==> config.mk <==
export PLATFORM = sky130hd
export DESIGN_NAME = wdg_window_supervisor
export DESIGN_NICKNAME = d
export VERILOG_FILES = /design/src/rtl/wdg_pkg.sv /design/src/rtl/wdg_cycle_prescaler.sv /design/src/rtl/wdg_trig_sampler.sv /design/src/rtl/wdg_window_fsm.sv /design/src/rtl/wdg_window_supervisor.sv
export SDC_FILE = /design/constraint.sdc
export NUM_CORES = 1
export LEC_CHECK = 0
export CAP_MARGIN = 25
export CELL_PAD_IN_SITES_DETAIL_PLACEMENT = 0
export CELL_PAD_IN_SITES_GLOBAL_PLACEMENT = 1
export CORE_ASPECT_RATIO = 1.25
export CORE_MARGIN = 2
export CORE_UTILIZATION = 40
export DETAILED_ROUTE_END_ITERATION = 6
export PLACE_DENSITY = 0.7
export SLEW_MARGIN = 20
export SYNTH_ARGS = -nofsm -noshare
export SYNTH_HDL_FRONTEND = slang
export SYNTH_SLANG_ARGS = --single-unit
==> constraint.sdc <==
create_clock -name clk -period 1.79 [get_ports clk]
set_input_delay 0.179 -clock clk [delete_from_list [all_inputs] [get_ports clk]]
set_output_delay 0.179 -clock clk [all_outputs]
set_load 0.01 [all_outputs]
==> src/rtl/wdg_pkg.sv <==
package wdg_pkg;
    typedef enum logic [2:0] {
        WS_OFF,
        WS_DELAY,
        WS_CLOSED,
        WS_OPEN,
        WS_PRETRIG,
        WS_FAULT
    } wdg_state_e;
endpackage

==> src/rtl/wdg_cycle_prescaler.sv <==
module wdg_cycle_prescaler #(
    parameter int CYCLE_DIV = 100
) (
    input  logic clk,
    input  logic run,
    output logic tick
);
    generate
        if (CYCLE_DIV <= 1) begin : g_passthru
            assign tick = run;
        end else begin : g_div
            localparam int PRE_W = $clog2(CYCLE_DIV);
            logic [PRE_W-1:0] pre_q;

            always_ff @(posedge clk) begin
                if (!run) begin
                    pre_q <= '0;
                end else if (pre_q == PRE_W'(CYCLE_DIV - 1)) begin
                    pre_q <= '0;
                end else begin
                    pre_q <= pre_q + 1'b1;
                end
            end

            assign tick = run && (pre_q == PRE_W'(CYCLE_DIV - 1));
        end
    endgenerate
endmodule

==> src/rtl/wdg_trig_sampler.sv <==
module wdg_trig_sampler (
    input  logic clk,
    input  logic run,
    input  logic tick,
    input  logic clr,
    input  logic trig_raw,
    output logic trig_valid
);
    logic       sync1_q;
    logic       sync2_q;
    logic [2:0] hist_q;   // [2] oldest of the last three samples

    always_ff @(posedge clk) begin
        if (!run) begin
            sync1_q <= 1'b0;
            sync2_q <= 1'b0;
        end else begin
            sync1_q <= trig_raw;
            sync2_q <= sync1_q;
        end
    end

    always_ff @(posedge clk) begin
        if (!run || clr) begin
            hist_q <= 3'b000;
        end else if (tick) begin
            hist_q <= {hist_q[1:0], sync2_q};
        end
    end

    // fourth sample (LOW) completes the high-high-low-low run
    assign trig_valid = tick && (hist_q == 3'b110) && !sync2_q;
endmodule

==> src/rtl/wdg_window_fsm.sv <==
module wdg_window_fsm
    import wdg_pkg::*;
#(
    parameter int DELAY_CYC  = 64,
    parameter int CLOSED_CYC = 32,
    parameter int OPEN_CYC   = 32,
    parameter int LEAD_CYC   = 64,
    parameter int LOW_CYC    = 64
) (
    input  logic clk,
    input  logic pwr_good,
    input  logic tick,
    input  logic trig_valid,
    output logic hist_clr,
    output logic rst_n_o
);
    localparam int WIN_CYC = CLOSED_CYC + OPEN_CYC;
    localparam int MAX_A   = (DELAY_CYC > WIN_CYC) ? DELAY_CYC : WIN_CYC;
    localparam int MAX_B   = (LEAD_CYC > LOW_CYC) ? LEAD_CYC : LOW_CYC;
    localparam int MAX_CYC = (MAX_A > MAX_B) ? MAX_A : MAX_B;
    localparam int CNT_W   = $clog2(MAX_CYC + 1);

    wdg_state_e       state_q, state_d;
    logic [CNT_W-1:0] cnt_q, cnt_d;

    // next-state and counter
    always_comb begin
        state_d = state_q;
        cnt_d   = cnt_q;
        unique case (state_q)
            WS_OFF: begin
                state_d = WS_DELAY;
                cnt_d   = '0;
            end
            WS_DELAY: begin
                if (tick) begin
                    if (cnt_q == CNT_W'(DELAY_CYC - 1)) begin
                        state_d = WS_CLOSED;
                        cnt_d   = '0;
                    end else begin
                        cnt_d = cnt_q + 1'b1;
                    end
                end
            end
            WS_CLOSED: begin
                if (tick) begin
                    cnt_d = cnt_q + 1'b1;
                    if (trig_valid) begin
                        state_d = WS_PRETRIG;
                    end else if (cnt_q == CNT_W'(CLOSED_CYC - 1)) begin
                        state_d = WS_OPEN;
                    end
                end
            end
            WS_OPEN: begin
                if (tick) begin
                    if (trig_valid) begin
                        state_d = WS_CLOSED;
                        cnt_d   = '0;
                    end else if (cnt_q == CNT_W'(WIN_CYC - 1)) begin
                        state_d = WS_FAULT;
                        cnt_d   = '0;
                    end else begin
                        cnt_d = cnt_q + 1'b1;
                    end
                end
            end
            WS_PRETRIG: begin
                if (tick) begin
                    if (cnt_q >= CNT_W'(LEAD_CYC - 1)) begin
                        state_d = WS_FAULT;
                        cnt_d   = '0;
                    end else begin
                        cnt_d = cnt_q + 1'b1;
                    end
                end
            end
            WS_FAULT: begin
                if (tick) begin
                    if (cnt_q == CNT_W'(LOW_CYC - 1)) begin
                        state_d = WS_CLOSED;
                        cnt_d   = '0;
                    end else begin
                        cnt_d = cnt_q + 1'b1;
                    end
                end
            end
            default: begin
                state_d = WS_OFF;
                cnt_d   = '0;
            end
        endcase
    end

    // state register
    always_ff @(posedge clk) begin
        if (!pwr_good) begin
            state_q <= WS_OFF;
            cnt_q   <= '0;
        end else begin
            state_q <= state_d;
            cnt_q   <= cnt_d;
        end
    end

    // outputs
    always_comb begin
        hist_clr = (state_d == WS_CLOSED) && (state_q != WS_CLOSED);
        unique case (state_q)
            WS_CLOSED, WS_OPEN, WS_PRETRIG: rst_n_o = 1'b1;
            default:                        rst_n_o = 1'b0;
        endcase
    end

    // leaving the open window early needs an accepted trigger
    assert_open_needs_trigger_R5: assert property (@(posedge clk) disable iff (!pwr_good)
        (state_q == WS_OPEN && !trig_valid) |=> (state_q != WS_CLOSED));

    // a trigger completed in the closed window is a pretrigger
    assert_pretrigger_detected_R4: assert property (@(posedge clk) disable iff (!pwr_good)
        (state_q == WS_CLOSED && trig_valid) |=> (state_q == WS_PRETRIG));

    // the failure reset holds until its last cycle
    assert_fault_holds_R7: assert property (@(posedge clk) disable iff (!pwr_good)
        (state_q == WS_FAULT && !(tick && cnt_q == CNT_W'(LOW_CYC - 1)))
        |=> (state_q == WS_FAULT));

    // the state changes only on a cycle tick
    assert_moves_on_tick_R3: assert property (@(posedge clk) disable iff (!pwr_good)
        (!tick && state_q != WS_OFF) |=> $stable(state_q));
endmodule

==> src/rtl/wdg_window_supervisor.sv <==
module wdg_window_supervisor #(
    parameter int CYCLE_DIV  = 100,
    parameter int DELAY_CYC  = 64,
    parameter int CLOSED_CYC = 32,
    parameter int OPEN_CYC   = 32,
    parameter int LEAD_CYC   = 64,
    parameter int LOW_CYC    = 64
) (
    input  logic clk,
    input  logic pwr_good,
    input  logic wd_trig,
    output logic mcu_rst_n
);
    logic tick;
    logic trig_valid;
    logic hist_clr;

    wdg_cycle_prescaler #(
        .CYCLE_DIV(CYCLE_DIV)
    ) u_prescaler (
        .clk (clk),
        .run (pwr_good),
        .tick(tick)
    );

    wdg_trig_sampler u_sampler (
        .clk       (clk),
        .run       (pwr_good),
        .tick      (tick),
        .clr       (hist_clr),
        .trig_raw  (wd_trig),
        .trig_valid(trig_valid)
    );

    wdg_window_fsm #(
        .DELAY_CYC (DELAY_CYC),
        .CLOSED_CYC(CLOSED_CYC),
        .OPEN_CYC  (OPEN_CYC),
        .LEAD_CYC  (LEAD_CYC),
        .LOW_CYC   (LOW_CYC)
    ) u_fsm (
        .clk       (clk),
        .pwr_good  (pwr_good),
        .tick      (tick),
        .trig_valid(trig_valid),
        .hist_clr  (hist_clr),
        .rst_n_o   (mcu_rst_n)
    );
endmodule

==> results.md <==
* Status: finished, final reports clean
* Total wire length at 2790 µm
* Layout area overhead at 29.3%
* Worst-skew pair later-pin latency at 310 ps
* Post-layout util at 55.1%
* Fin crit share at 96.9%
* Crit path arrival time at 1960 ps
* Initial drt markers at 31
* Clk slew on worst S/H paths at 130 ps
* Worst slew pin tran at 312 ps
* Max Slew Vio Count at 0
* Number of global-route vias before repair at 1055
* Detail Route Antenna Nets at 0
* Maximum resistive drop on vdd at about 450 µV
* GPL Wtd Cong at 0.790
* Max cap viols at 0
* FF+latch count, synth at 22
* Critical Path End Type: register
* Worst Hold Class: input port to register
* Final #Nets at 171
* Mapped cell area at 1160 µm²
* N_diodes at 0
* Relative slew slack at between 70% and 80%
* Cts bufs inserted at 3
* First-pass GRT wire length at roughly 4700 µm
* Die Width at 52.3 µm
* Reg-to-reg slack, setup at ~55 ps
* Clock skew at 15.0 ps
* CTS Root Buffer Type: clkbuf_4
* Fill count at 272
* End of the worst register-to-register path: u_fsm.state_q[1]$_SDFF_PN0_
* Hpwl dp at 2010 µm
* Hold endpoint: u_sampler.sync1_q$_SDFF_PN0_
* IO Pins at 4
* Vias per cell at 5.57
* Worst Reg-to-Reg Cells at 5
* Die ar. at about 3400 µm²
* Crit path required time at 2020 ps
* HP Start: wd_trig
* Rows at 21
* Startpoint Class: register
* Setup CP Type: register to register
* Number of H-tree levels at 1
* IO buf count at 3
* Reg2reg start: u_fsm.cnt_q[0]$_SDFFE_PN0P_
* Pwr dens at 533 nW/µm²
* CORE AREA at 2730 µm²
* FMAX at 577 MHz
* Unique masters post-synth at 40
* Cell count after synthesis at 143
* Starting Density at 42.6%
* Critical path startpoint: u_fsm.cnt_q[0]$_SDFFE_PN0P_
* Synth warn at 0
* Pre-antenna DRT Iters at 4
* Post-synthesis sequential area ratio at 37.8%
* Total Routing Usage GR at 18.5%
* Number of hold buffers added after cts at 0
* Largest net degree at the start of global routing at 12
* Initial antenna violation count at 0
* CTS tree: built
* Max Buffers Root-to-Sink at 2
* Leak at 0.554 nW
* Min Tclk post-route at 1730 ps
* Drt drc at 0
* Final setup fails at 0
* Layout cell share with drive strength beyond 1 at 26.8%
* Post-DR wirelength/cell at 14.1 µm
* FF+latch area at 448 µm²
* Setup_tns at 0 ps
* RSZ-0062 raised after global routing: yes
* Worst Hold Path Cells at 2
* Via Count at about 1100
* Area taken by multi-input logic gates at 811 µm²
* Hold Fails Final Rpt at 0
* Synthesized Nets at 148
* Die H at approximately 64 µm
* Clk sinks at 22
* Crit-path max FO at 5
* Mean post-synth cell area at 8.15 µm²
* GRT overflow at 0
* Post-CTS setup buffer count at 0
## state kept, by name (all words and copies together), names as in the netlist
signal / flops
u_sampler.sync2_q: 1
u_prescaler.g_div.pre_q: 7
u_sampler.sync1_q: 1
u_fsm.state_q: 3
u_fsm.cnt_q: 7
u_sampler.hist_q: 3
## final cells by class
class                   instances  share of cell area, %
multi-input cells             114                   53.8
inverters                       3                  0.748
clock buffers                   3                   1.50
well taps                      34                   2.82
flip-flops and latches         22                   29.7
repair buffers                 22                   11.4
## cell usage after synthesis
cell | count | area share [%]
a2111oi_0 | 1 | 0.75
a211o_1 | 1 | 0.75
a211oi_1 | 1 | 0.64
a21oi_1 | 14 | 6.0
a31oi_1 | 1 | 0.54
and2_1 | 5 | 2.7
and3_1 | 2 | 1.1
and3b_1 | 2 | 1.5
and4b_1 | 1 | 0.86
and4bb_2 | 1 | 1.1
buf_2 | 1 | 0.43
clkbuf_1 | 3 | 0.97
dfxtp_1 | 22 | 38
ha_1 | 2 | 2.1
inv_1 | 3 | 0.97
mux2i_1 | 4 | 3.4
nand2_1 | 15 | 4.8
nand2b_1 | 3 | 1.6
nand3_1 | 7 | 3.0
nand3b_1 | 1 | 0.64
nand4_1 | 2 | 1.1
nand4_2 | 1 | 1.1
nor2_1 | 12 | 3.9
nor2b_1 | 2 | 1.1
nor3_1 | 7 | 3.0
nor3b_1 | 2 | 1.3
nor4_1 | 1 | 0.54
o211a_2 | 1 | 0.86
o211ai_1 | 1 | 0.64
o21a_1 | 2 | 1.3
o21ai_0 | 7 | 3.0
o21ai_1 | 1 | 0.43
o21bai_1 | 1 | 0.64
o22ai_1 | 4 | 2.1
o311ai_2 | 1 | 1.4
o31ai_1 | 1 | 0.64
or3_1 | 1 | 0.54
or3_4 | 1 | 0.97
xnor2_1 | 3 | 2.3
xor2_1 | 2 | 1.5
## cells in the final DEF (no fill, tap or decap), types with 2 or more instances in the layout
cell / n
inv_1: 3
o21a_1: 2
ha_4: 2
and3b_1: 2
clkbuf_4: 3
dfxtp_1: 16
xor2_1: 2
nor2b_1: 2
nor2_1: 12
nor3b_1: 2
buf_4: 19
a21oi_1: 14
nand2_1: 15
nand3_1: 5
xnor2_1: 3
clkdlybuf4s50_1: 2
nand2b_1: 3
nand4_1: 2
and2_1: 4
dfxtp_2: 6
o21ai_0: 7
mux2i_1: 4
nor3_1: 7
o22ai_1: 3
## through the flow
step,setup WS (ps),cells,cell area (µm²),hold slack [ps],total power [mW]
3_3_place_gp,50.8,195,1360,427,0.575
2_1_floorplan,97.9,143,1160,306,0.545
4_1_cts,1.76,198,1390,444,0.797
3_5_place_dp,17.5,195,1360,425,0.576
6_report,55.5,198,1510,446,0.803
5_1_grt,-15.0,198,1510,448,0.844
## power by group
group | internal, mW | switching, mW | total, mW
clock | 0.0786 | 0.147 | 0.226
combinational | 0.0340 | 0.0359 | 0.0699
sequential | 0.499 | 0.00743 | 0.507
## timing repair
action                     in CTS  in global routing
hold endpoints to repair        0                  0
setup endpoints to repair       5                 13
resized for setup               4                 22
pin swaps                       0                  6
## critical path: stages, from the launching register on
cell and delay [ps]:
dfxtp_2 380, ha_4 160, nand4_4 120, or3_4 450, or3_1 360, a21oi_1 180
## layer usage
layer	global-route usage, %	routed length, µm
met1	23.9	1240
met2	31.5	1430
met3	1.64	61
met4	6.41	59
met5	0	0
## cells by family (layout without fill, tap and decap cells)
| family | after synthesis | count (layout) | share of synthesized area (%) |
|---|---|---|---|
| DFF | 22 | 22 | 37.8 |
| xor gates and xnor gates | 5 | 5 | 3.76 |
| buffers and inverters | 7 | 28 | 2.36 |
| and+or+nand+nor | 66 | 66 | 30.7 |
| muxes | 4 | 4 | 3.44 |
| adders and majority gates | 2 | 2 | 2.15 |
| AOI/OAI and AO/OA | 37 | 37 | 19.8 |
## worst max-delay path by stage
stage / to / slack (ps)
finish: u_fsm.state_q[1]$_SDFF_PN0_ / 60
CTS: u_fsm.cnt_q[2]$_SDFFE_PN0P_ / 2
global route: u_fsm.cnt_q[2]$_SDFFE_PN0P_ / -10
floorplan: u_fsm.state_q[1]$_SDFF_PN0_ / 100
detailed placement: u_sampler.hist_q[1]$_SDFFE_PP0N_ / 20
global placement: u_sampler.hist_q[2]$_SDFFE_PP0N_ / 50
Note: power is estimated with default switching activity, not from simulation.
